==> config.mk <==
export PLATFORM = sky130hd
export DESIGN_NAME = sdram_burst_seq
export DESIGN_NICKNAME = d
export VERILOG_FILES = /design/src/rtl/sbs_pkg.sv /design/src/rtl/sbs_mode_reg.sv /design/src/rtl/sbs_col_ctr.sv /design/src/rtl/sbs_ctrl.sv /design/src/rtl/sdram_burst_seq.sv
export SDC_FILE = /design/constraint.sdc
export NUM_CORES = 1
export LEC_CHECK = 0
export BUFFER_PORTS_ARGS = -buffer_cell sky130_fd_sc_hd__buf_2
export CAP_MARGIN = 20
export CORE_AREA = 2 2 82 65
export DETAILED_ROUTE_END_ITERATION = 7
export DIE_AREA = 0 0 84 67
export GPL_ROUTABILITY_DRIVEN = 0
export GPL_TIMING_DRIVEN = 0
export PLACE_DENSITY = 0.78
export SLEW_MARGIN = 20
export SYNTH_ARGS = -nofsm -noshare
export SYNTH_HDL_FRONTEND = slang
export SYNTH_SLANG_ARGS = --single-unit
==> constraint.sdc <==
create_clock -name clk -period 2.1 [get_ports clk]
set_input_delay 0.42 -clock clk [delete_from_list [all_inputs] [get_ports clk]]
set_output_delay 0.42 -clock clk [all_outputs]
set_load 0.1 [all_outputs]
==> src/rtl/sbs_pkg.sv <==
package sbs_pkg;

  // Largest burst is 2**BL_LOG_MAX words; the code selects 2**code.
  localparam int BL_LOG_MAX = 3;
  localparam int CODE_W     = 2;

  typedef enum logic [2:0] {
    ST_IDLE,
    ST_MODE,
    ST_ACT,
    ST_WAIT,
    ST_COL,
    ST_DATA
  } seq_state_e;

  typedef struct packed {
    logic cs_n;
    logic ras_n;
    logic cas_n;
    logic we_n;
  } sd_cmd_t;

  localparam sd_cmd_t CMD_DESEL = sd_cmd_t'(4'b1111);
  localparam sd_cmd_t CMD_NOP   = sd_cmd_t'(4'b0111);
  localparam sd_cmd_t CMD_ACT   = sd_cmd_t'(4'b0011);
  localparam sd_cmd_t CMD_RD    = sd_cmd_t'(4'b0101);
  localparam sd_cmd_t CMD_WR    = sd_cmd_t'(4'b0100);
  localparam sd_cmd_t CMD_MODE  = sd_cmd_t'(4'b0000);

endpackage

==> src/rtl/sbs_mode_reg.sv <==
module sbs_mode_reg
  import sbs_pkg::*;
#(
  parameter logic [CODE_W-1:0] RST_CODE = 2'd2
) (
  input  logic                  clk,
  input  logic                  rst_n,
  input  logic                  wr_en_i,
  input  logic [CODE_W-1:0]     code_i,
  input  logic                  busy_i,
  output logic [CODE_W-1:0]     code_o,
  output logic [BL_LOG_MAX-1:0] mask_o
);

  logic              load;
  logic [CODE_W-1:0] code_q, code_d;

  // Only an idle sequencer may take a new length.
  assign load = wr_en_i & ~busy_i;

  always_comb begin
    code_d = code_q;
    if (load) code_d = code_i;
  end

  always_ff @(posedge clk or negedge rst_n) begin
    if (!rst_n) code_q <= RST_CODE;
    else        code_q <= code_d;
  end

  // Low mask bits equal burst length minus one.
  for (genvar i = 0; i < BL_LOG_MAX; i++) begin : g_mask
    assign mask_o[i] = (int'(code_q) > i);
  end

  assign code_o = code_q;

  a_r3_code_frozen_busy: assert property (@(posedge clk) disable iff (!rst_n)
    busy_i |=> $stable(code_q));

endmodule

==> src/rtl/sbs_col_ctr.sv <==
module sbs_col_ctr
  import sbs_pkg::*;
#(
  parameter int COL_W = 10
) (
  input  logic                  clk,
  input  logic                  rst_n,
  input  logic                  load_i,
  input  logic [COL_W-1:0]      start_i,
  input  logic                  step_i,
  input  logic [BL_LOG_MAX-1:0] mask_i,
  output logic [COL_W-1:0]      col_o
);

  logic [COL_W-1:0] col_q, col_d, wmask, col_inc;

  assign wmask   = COL_W'(mask_i);
  assign col_inc = col_q + COL_W'(1);

  always_comb begin
    col_d = col_q;
    if (load_i)      col_d = start_i;
    else if (step_i) col_d = (col_q & ~wmask) | (col_inc & wmask);
  end

  always_ff @(posedge clk or negedge rst_n) begin
    if (!rst_n) col_q <= '0;
    else        col_q <= col_d;
  end

  assign col_o = col_q;

  a_r8_wrap_in_block: assert property (@(posedge clk) disable iff (!rst_n)
    (step_i && !load_i) |=> ((col_q & ~$past(wmask)) == ($past(col_q) & ~$past(wmask))));

endmodule

==> src/rtl/sbs_ctrl.sv <==
module sbs_ctrl
  import sbs_pkg::*;
#(
  parameter int TRCD = 2
) (
  input  logic                  clk,
  input  logic                  rst_n,
  input  logic                  mode_we_i,
  input  logic                  req_valid_i,
  input  logic                  req_write_i,
  input  logic [BL_LOG_MAX-1:0] last_beat_i,
  output seq_state_e            state_o,
  output logic                  write_o,
  output logic                  accept_o,
  output logic                  col_step_o,
  output logic                  busy_o
);

  localparam int WAIT_W = (TRCD > 2) ? $clog2(TRCD) : 1;

  seq_state_e            state_q, state_d;
  logic                  wr_q, wr_d;
  logic [WAIT_W-1:0]     wait_q, wait_d;
  logic [BL_LOG_MAX-1:0] beat_q, beat_d;
  logic                  idle;

  assign idle     = (state_q == ST_IDLE);
  assign accept_o = idle & req_valid_i & ~mode_we_i;

  always_comb begin
    state_d = state_q;
    wr_d    = wr_q;
    wait_d  = wait_q;
    beat_d  = beat_q;
    unique case (state_q)
      ST_IDLE: begin
        if (mode_we_i) begin
          state_d = ST_MODE;
        end else if (req_valid_i) begin
          state_d = ST_ACT;
          wr_d    = req_write_i;
        end
      end
      ST_MODE: state_d = ST_IDLE;
      ST_ACT: begin
        wait_d  = '0;
        state_d = (TRCD > 1) ? ST_WAIT : ST_COL;
      end
      ST_WAIT: begin
        wait_d = wait_q + WAIT_W'(1);
        if (int'(wait_q) == TRCD - 2) state_d = ST_COL;
      end
      ST_COL: begin
        if (wr_q) begin
          // Beat 0 of a write happens in this cycle.
          if (last_beat_i == '0) begin
            state_d = ST_IDLE;
          end else begin
            state_d = ST_DATA;
            beat_d  = BL_LOG_MAX'(1);
          end
        end else begin
          state_d = ST_DATA;
          beat_d  = '0;
        end
      end
      ST_DATA: begin
        if (beat_q == last_beat_i) state_d = ST_IDLE;
        else                       beat_d  = beat_q + BL_LOG_MAX'(1);
      end
      default: state_d = ST_IDLE;
    endcase
  end

  always_ff @(posedge clk or negedge rst_n) begin
    if (!rst_n) begin
      state_q <= ST_IDLE;
      wr_q    <= 1'b0;
      wait_q  <= '0;
      beat_q  <= '0;
    end else begin
      state_q <= state_d;
      wr_q    <= wr_d;
      wait_q  <= wait_d;
      beat_q  <= beat_d;
    end
  end

  assign state_o    = state_q;
  assign write_o    = wr_q;
  assign busy_o     = ~idle;
  assign col_step_o = (state_q == ST_DATA) | ((state_q == ST_COL) & wr_q);

  a_r9_no_act_while_busy: assert property (@(posedge clk) disable iff (!rst_n)
    (state_q != ST_IDLE) |=> (state_q != ST_ACT));

  a_r5_col_after_gap: assert property (@(posedge clk) disable iff (!rst_n)
    (state_q == ST_COL) |-> ($past(state_q) == ((TRCD > 1) ? ST_WAIT : ST_ACT)));

  a_r6_beat_bound: assert property (@(posedge clk) disable iff (!rst_n)
    (state_q == ST_DATA) |-> (beat_q <= last_beat_i));

  a_r10_mode_wins: assert property (@(posedge clk) disable iff (!rst_n)
    (idle && mode_we_i) |=> (state_q == ST_MODE));

endmodule

==> src/rtl/sdram_burst_seq.sv <==
module sdram_burst_seq
  import sbs_pkg::*;
#(
  parameter int                ROW_W    = 13,
  parameter int                COL_W    = 10,
  parameter int                DATA_W   = 16,
  parameter int                TRCD     = 2,
  parameter logic [CODE_W-1:0] RST_CODE = 2'd2,
  localparam int               ADDR_W   = (ROW_W > COL_W) ? ROW_W : COL_W
) (
  input  logic              clk,
  input  logic              rst_n,
  input  logic              mode_we,
  input  logic [CODE_W-1:0] mode_code,
  input  logic              req_valid,
  input  logic              req_write,
  input  logic [ROW_W-1:0]  req_row,
  input  logic [COL_W-1:0]  req_col,
  output logic              busy,
  input  logic [DATA_W-1:0] wr_data,
  output logic              wr_ready,
  output logic [DATA_W-1:0] rd_data,
  output logic              rd_valid,
  output logic              sd_cs_n,
  output logic              sd_ras_n,
  output logic              sd_cas_n,
  output logic              sd_we_n,
  output logic [ADDR_W-1:0] sd_addr,
  output logic [DATA_W-1:0] sd_dq_out,
  output logic              sd_dq_oe,
  input  logic [DATA_W-1:0] sd_dq_in
);

  seq_state_e            state;
  logic                  is_wr, accept, col_step;
  logic [BL_LOG_MAX-1:0] mask;
  logic [CODE_W-1:0]     code;
  logic [COL_W-1:0]      col;
  logic [ROW_W-1:0]      row_q, row_d;
  sd_cmd_t               cmd;

  sbs_ctrl #(.TRCD(TRCD)) u_ctrl (
    .clk         (clk),
    .rst_n       (rst_n),
    .mode_we_i   (mode_we),
    .req_valid_i (req_valid),
    .req_write_i (req_write),
    .last_beat_i (mask),
    .state_o     (state),
    .write_o     (is_wr),
    .accept_o    (accept),
    .col_step_o  (col_step),
    .busy_o      (busy)
  );

  sbs_mode_reg #(.RST_CODE(RST_CODE)) u_mode (
    .clk     (clk),
    .rst_n   (rst_n),
    .wr_en_i (mode_we),
    .code_i  (mode_code),
    .busy_i  (busy),
    .code_o  (code),
    .mask_o  (mask)
  );

  sbs_col_ctr #(.COL_W(COL_W)) u_col (
    .clk     (clk),
    .rst_n   (rst_n),
    .load_i  (accept),
    .start_i (req_col),
    .step_i  (col_step),
    .mask_i  (mask),
    .col_o   (col)
  );

  always_comb begin
    row_d = row_q;
    if (accept) row_d = req_row;
  end

  always_ff @(posedge clk or negedge rst_n) begin
    if (!rst_n) row_q <= '0;
    else        row_q <= row_d;
  end

  always_comb begin
    cmd     = CMD_DESEL;
    sd_addr = '0;
    unique case (state)
      ST_MODE: begin cmd = CMD_MODE; sd_addr = ADDR_W'(code);  end
      ST_ACT:  begin cmd = CMD_ACT;  sd_addr = ADDR_W'(row_q); end
      ST_WAIT: begin cmd = CMD_NOP; end
      ST_COL:  begin cmd = is_wr ? CMD_WR : CMD_RD; sd_addr = ADDR_W'(col); end
      ST_DATA: begin cmd = CMD_NOP;  sd_addr = ADDR_W'(col);   end
      default: begin cmd = CMD_DESEL; end
    endcase
  end

  assign sd_cs_n   = cmd.cs_n;
  assign sd_ras_n  = cmd.ras_n;
  assign sd_cas_n  = cmd.cas_n;
  assign sd_we_n   = cmd.we_n;

  assign wr_ready  = is_wr & ((state == ST_COL) | (state == ST_DATA));
  assign rd_valid  = ~is_wr & (state == ST_DATA);
  assign sd_dq_oe  = wr_ready;
  assign sd_dq_out = wr_data;
  assign rd_data   = sd_dq_in;

  a_r7_oe_not_on_row_cmd: assert property (@(posedge clk) disable iff (!rst_n)
    sd_dq_oe |-> (sd_ras_n && !sd_cs_n));

  a_r4_act_sets_busy: assert property (@(posedge clk) disable iff (!rst_n)
    (!sd_ras_n && sd_cas_n) |-> busy);

  a_r6_strobes_exclusive: assert property (@(posedge clk) disable iff (!rst_n)
    $onehot0({rd_valid, wr_ready, !sd_ras_n}));

endmodule

==> out/metrics.csv, run 1 <==
stage;metric;value;unit
clock_network;cts_max_path_buffers;2;
finish;drive_gt1_frac;0.642;
timing;fin_tns_setup;0;ps
floorplan;dieArea;5630;µm²
synth;syn_nets;262;
floorplan;start_util;0.429;
timing;worst-slew-pin-transition;749;ps
timing;drv_slew;0;
synth;seq_area_frac_synth;0.405;
synth;synth-seq-cells;33;
drt;drtIter0Drc;56;
global_routing;grt_pass1_vias;1554;
setup_path;path_class;reg2out;
drt;routed_via_density;4.86;
clock_network;clkTransAtPathRegs;70;ps
power_and_ir_drop;p_sw;2.83;mW
power_and_ir_drop;pwr-share-seq;0.234;
synth;synth.distinct_cells;40;
placed_design;dp_slack;-148;ps
timing;period_minus_slack;2050;ps
hold_path;min_path_type;in2async;
global_routing;grt_pass1_wl;7.56;mm
power_and_ir_drop;power.share.switching;0.533;
timing;fin_crit_sh;0.975;
synth;synthDominantCellAreaShare;0.392;
floorplan;rows;22;
synth;post-synth-top-count-cell;buf_4;
flow_run;cap_violations;0;
power_and_ir_drop;vdd_drop_max;0.00100;V
setup_path;worst_path_largest_cell_delay;420;ps
floorplan;ioPinCount;115;
setup_path;worstPathMaxFanout;10;
floorplan;dieWidth;84;µm
power_and_ir_drop;combPwrFrac;0.675;
timing;finalHoldViolations;0;
global_routing;grt.overflow.total;0;
timing;setup_viol;0;
setup_path;startpoint_type;register;
clock_network;worstSkewPairLatency;290;ps
finish;fillCellCount;374;
clock_network;cts_buffers;5;
synth;async_flop_share;1.00;
timing;holdWs;183;ps
setup_path;path_cells;buf_6 -> clkbuf_8 -> o21bai_2 -> buf_4;
timing;final.setup.worst_slack;52.9;ps
power_and_ir_drop;p_clk_frac;0.091;
drt;drtPass1Iterations;4;
timing;max_slew_margin;0.501;
finish;final_net_count;356;
synth;synth_area;2040;µm²
synth;synthTopCellsByCount;33 x buf_4, 32 x dfrtp_1, 27 x nand2_1, 14 x mux2_4, 11 x o21ai_0;
setup_path;cp-end-kind;primary output;
clock_network;cts_tree;yes;
synth;synth_edf_count;0;
drt;wl;5.11;mm
finish;postLayoutCoreUtil;0.636;
synth;avgSynthCellArea;10.3;µm²
drt;vias;1716;
clock_network;clock_sinks;33;
clock_network;htree_levels;2;
timing;skew;3.86;ps
power_and_ir_drop;power.internal;2.48;mW
synth;synthCells;198;
global_routing;globalRouteTotalUtil;0.178;
synth;ys.flop_type;dfrtp_1;
global_routing;grt_max_degree;34;
power_and_ir_drop;power_leakage;1.49;nW
setup_path;critPathRequiredTime;1680;ps
floorplan;core;4760;µm²
drt;post_drt_wl_per_cell;14.5;µm
setup_path;critPathSlowestCell;dfrtp_1;
synth;synth_area_leaders;dfrtp_1 39%, buf_4 12%, mux2_4 10%, mux2_2 5.0%, nand2_1 5.0%;
placed_design;portBuffers;82;
finish;areaGrowthSynthToFinish;48.3;%
drt;ant_nets;0;
finish;n_antenna_cell;0;
status;status;complete, no violations;
global_routing;antenna_found_initial;0;
drt;drc;0;
timing;max_freq;0.488;GHz
clock_network;cts_root_buffer;clkbuf_8;
power_and_ir_drop;powerDensity;1750;nW/µm²
placed_design;dpl.hpwl;3.66;mm
synth;synth_top_cell_by_area;dfrtp_1;
setup_path;cp.arrival;1630;ps
floorplan;die_y;67;µm
synth;yosys_warnings;0;
-- power groups by stage --
| stage | Clock (mW) | Combinational, mW | Sequential [mW] |
|---|---|---|---|
| 3_3_place_gp | 0 | 3.01 | 1.22 |
| 6_report | 0.483 | 3.59 | 1.24 |
| 3_5_place_dp | 0 | 3.05 | 1.24 |
| 2_1_floorplan | 0 | 2.67 | 1.15 |
| 4_1_cts | 0.500 | 3.35 | 1.24 |
| 5_1_grt | 0.535 | 3.76 | 1.29 |
-- path summary, 6_finish.rpt --
| path | depth (start not counted) | endpoint | startpoint | slack, ps |
|---|---|---|---|---|
| setup / recovery | 4 | sd_ras_n | u_ctrl.state_o[2] | 50 |
| min in group clk | 2 | row_q[6] | req_row[6] | 350 |
| hold reg to reg | 1 | u_ctrl.wait_q | u_ctrl.wait_q | 470 |
| setup reg to reg | 7 | u_col.col_o[9] | u_ctrl.state_o[1] | 340 |
| max in group asynchronous | 1 | u_ctrl.state_o[0] | rst_n | 1400 |
| hold / removal | 1 | row_q[12] | rst_n | 180 |
-- through the flow --
step	cell area [µm²]	std cells	total power, mW
finish	3030	353	5.32
global route	3030	353	5.58
CTS	2900	348	5.09
detailed placement	2640	340	4.29
global placement	2640	340	4.23
floorplan	2150	198	3.81
-- registers in the layout, indices dropped and copies added, names as in the netlist, named ones only --
signal          flops
u_ctrl.beat_q       3
u_ctrl.wait_q       1
u_col.col_o         8
row_q              13
u_ctrl.write_o      1
u_mode.code_o       2
u_ctrl.state_o      3
-- layout by cell type (no fill, tap or decap), types with 3 or more instances in the layout --
master    synthesis  routed
dfrtp_1          32      31
or3_1             3       3
buf_2             3      65
nor2_1            8       6
mux2i_1           4       4
buf_4            33      41
buf_12            0      10
buf_8             0       3
a21oi_1           4       4
buf_6             3       7
mux2_4           14      14
mux2_2            9       9
nand2b_1          6       5
nand2_1          27      26
and2_4            0       3
o21ai_4           0       8
clkbuf_8          0       7
-- worst max-delay path: cells and delay by family, from the launching register on --
| kind | cells | cell delay (ps) |
|---|---|---|
| flip-flops | 1 | 420 |
| buffers and inverters | 3 | 740 |
| AO/OA/AOI/OAI | 1 | 160 |
-- routing by layer --
layer | routed length, µm | global-route usage | vias up
met4 | 50 | 0.0484 | 0
met3 | 379 | 0.0632 | 7
met5 | 0 | 0 | -
met1 | 2230 | 0.223 | 802
li1 | - | - | 829
met2 | 2440 | 0.294 | 78
-- repair_timing --
item                                    CTS  global route
gates resized for setup                  54            24
buffers inserted                          0             5
hold buffers                              0             0
pin swaps                                 0             3
endpoints found under the setup margin   17            17
-- final cells by class --
class	count	area [µm²]	area share
tap	60	75.1	0.0248
timing repair buffer	87	644	0.213
multi-input combinational	121	1040	0.344
clock buffer	5	68.8	0.0227
clock inverter	3	17.5	0.00578
buffer	42	348	0.115
sequential	33	828	0.273
inverter	2	7.51	0.00248
-- cells by family (layout without fill, tap and decap cells) --
group           after synthesis  after routing  share of synthesized area
simple gates                 61             61                      0.156
xor+xnor                      3              3                     0.0129
fa+ha+maj                     2              2                     0.0122
buf+inv                      44            139                      0.154
compound gates               28             28                     0.0882
mux                          27             27                      0.172
flops                        33             33                      0.405
No activity file was read; power rests on OpenSTA's default activity.
==> inputs of run 2 (changes only) <==
Settings changed: CTS_BUF_LIST from default to sky130_fd_sc_hd__clkbuf_16.
==> run 2 against run 1 <==
  * First-iteration DRC count shrank 11%
  * Worst setup slack gained 5.8 ps
  * Non-clock buffer count did not move
  * Clock-buffer cell count did not move
  * Sequential share of layout area is essentially flat
  * Worst hold slack better by 16 ps
  * Sequential power barely moved
  * Utilization down 0.053 points
  * Fmax up 0.28%
  * Power increased by 2.3%
  * Clock skew up 1.1 ps
  * Critical path type unchanged
==> out/metrics.csv, run 2 (synthesis results as in run 1) <==
stage;metric;value;unit;change
status;status;complete, no violations;;
setup_path;crit_cells;6;;+2
hold_path;min_path_type;in2async;;
floorplan;dieWidth;84;µm;unchanged
floorplan;rows;22;;unchanged
power_and_ir_drop;combPwrFrac;0.639;;-0.036
timing;fin_crit_sh;0.972;;-0.00275
floorplan;die_y;67;µm;unchanged
timing;max_freq;0.490;GHz;+0.28%
finish;fin_cells;353;;unchanged
setup_path;worstReg2RegEnd;row_q[5];;
timing;skew;4.91;ps;+1.06 ps
placed_design;place_inst;340;;unchanged
setup_path;cp.arrival;1620;ps;about the same
clock_network;cts_max_path_buffers;2;;unchanged
setup_path;timing.rr.start;u_ctrl.state_o[1];;
timing;period_minus_slack;2040;ps;-5.78 ps
timing;max_slew_margin;0.509;;+0.00828
drt;wl;5.13;mm;+0.37%
drt;ant_nets;0;;unchanged
clock_network;cts_buffers;5;;unchanged
drt;vias;1711;;-0.29%
setup_path;path_cells;buf_6 -> nor2b_4 -> clkbuf_8 -> a22oi_1 -> o21ai_2 -> buf_12;;
clock_network;clock_sinks;33;;unchanged
setup_path;reg2reg_depth;7;;unchanged
global_routing;grt_pass1_vias;1567;;+0.84%
clock_network;clkTransAtPathRegs;50;ps;-20 ps
global_routing;antenna_found_initial;0;;unchanged
drt;drtPass1Iterations;6;;+2
setup_path;worstPathMaxFanout;10;;unchanged
power_and_ir_drop;power_leakage;1.50;nW;+0.69%
timing;holdWs;199;ps;+16.0 ps
setup_path;reg2reg_setup_slack;340;ps;about the same
placed_design;dpl.hpwl;3.66;mm;unchanged
clock_network;worstSkewPairLatency;280;ps;about the same
drt;routed_via_density;4.85;;-0.29%
power_and_ir_drop;power.share.switching;0.523;;-0.0101
setup_path;path_class;reg2out;;
floorplan;dieArea;5630;µm²;unchanged
finish;layout_common_cells;66 x buf_2, 41 x buf_4, 31 x dfrtp_1;;
global_routing;grt.overflow.total;0;;unchanged
finish;final_common_cell;buf_2;;
setup_path;critPathSlowestCell;dfrtp_1;;
timing;worst-slew-pin-transition;736;ps;-12.4 ps
floorplan;start_util;0.429;;unchanged
setup_path;crit_family;buffers and inverters;;
global_routing;grt_pass1_wl;7.57;mm;+0.19%
floorplan;core;4760;µm²;unchanged
power_and_ir_drop;power.internal;2.60;mW;+4.5%
flow_run;cap_violations;0;;unchanged
clock_network;ctsHoldBuffers;0;;unchanged
power_and_ir_drop;pwr-share-seq;0.230;;-0.004
finish;final_net_count;356;;unchanged
setup_path;worst_path_largest_cell_delay;340;ps;-80 ps
finish;largest_reg_flops;13;;unchanged
finish;n_antenna_cell;0;;unchanged
timing;drv_slew;0;;unchanged
power_and_ir_drop;total_power;5.44;mW;+2.3%
setup_path;cp_num_buf_inv;3;;unchanged
finish;drive_gt1_frac;0.638;;-0.00341
clock_network;cts_tree;yes;;
clock_network;htree_levels;2;;unchanged
placed_design;portBuffers;82;;unchanged
global_routing;globalRouteTotalUtil;0.178;;about the same
power_and_ir_drop;p_clk_frac;0.131;;+0.040
setup_path;critPathRequiredTime;1680;ps;about the same
floorplan;ioPinCount;115;;unchanged
drt;post_drt_wl_per_cell;14.5;µm;+0.37%
finish;regMostFlops;row_q;;
setup_path;cp-end-kind;primary output;;
global_routing;grt_max_degree;34;;unchanged
drt;drc;0;;unchanged
finish;areaGrowthSynthToFinish;48.2;%;about the same
power_and_ir_drop;p_sw;2.84;mW;+0.35%
timing;setup_viol;0;;unchanged
power_and_ir_drop;powerDensity;1800;nW/µm²;+2.4%
drt;drtIter0Drc;50;;-11%
clock_network;cts_root_buffer;clkbuf_16;;
setup_path;startpoint_type;register;;
power_and_ir_drop;vdd_drop_max;0.00101;V;+0.11%
timing;finalHoldViolations;0;;unchanged
==> run 2: cell counts in the layout (fill, tap and decap cells not counted) <==
No cell type changed its count.
==> run 2: worst max path at each step <==
stage | startpoint | endpoint
after floorplan | u_ctrl.state_o[1] | sd_addr[1]
after global placement | u_ctrl.state_o[2] | sd_ras_n
after detailed placement | u_ctrl.state_o[1] | sd_addr[1]
after CTS | u_ctrl.state_o[1] | sd_addr[1]
after global routing | u_ctrl.state_o[1] | sd_addr[1]
final | u_ctrl.state_o[1] | sd_addr[1]
==> run 2: through the flow <==
stage / area, µm² / setup TNS, ps / util / setup WS [ps]
global route: 3030 / -18.3 / 0.636 / -8.64
floorplan: 2150 / -295 / - / -189
CTS: 2910 / 0 / 0.611 / 4.36
global placement: 2640 / -1200 / 0.554 / -116
finish: 3030 / 0 / 0.636 / 58.7
detailed placement: 2640 / -1220 / 0.554 / -148
==> run 2: cell type report <==
type | count | area, µm²
Buffer | 42 | 344
Sequential cell | 33 | 828
Multi-Input combinational cell | 121 | 1030
Inverter | 2 | 7.51
Clock buffer | 5 | 125
Tap cell | 60 | 75.1
Fill cell | 379 | 1730
Clock inverter | 3 | 17.5
Timing Repair Buffer | 87 | 597
==> run 2: worst register-to-register path: cells and delay by family, from the launching register on <==
family,cells,cell delay (ps)
DFF,1,370
buffers and inverters,4,670
muxes,1,310
and+or+nand+nor,2,290
==> run 2: power by group through the flow <==
| stage | logic [mW] | clock network, mW | registers, mW |
|---|---|---|---|
| 2_1_floorplan | 2.67 | 0 | 1.15 |
| 3_3_place_gp | 3.01 | 0 | 1.22 |
| 3_5_place_dp | 3.05 | 0 | 1.24 |
| 4_1_cts | 3.29 | 0.729 | 1.24 |
| 5_1_grt | 3.65 | 0.774 | 1.29 |
| 6_report | 3.48 | 0.712 | 1.25 |
==> run 2: timing repair <==
item,CTS,global route
pin swaps,0,2
hold endpoints to repair,0,0
gates resized for setup,41,24
setup buffers,0,5
endpoints found under the setup margin,16,15
==> run 2: routing by layer <==
layer	GRT usage	wire, µm
met3	0.0632	410
met2	0.291	2500
met1	0.228	2170
met5	0	0
met4	0.0423	42
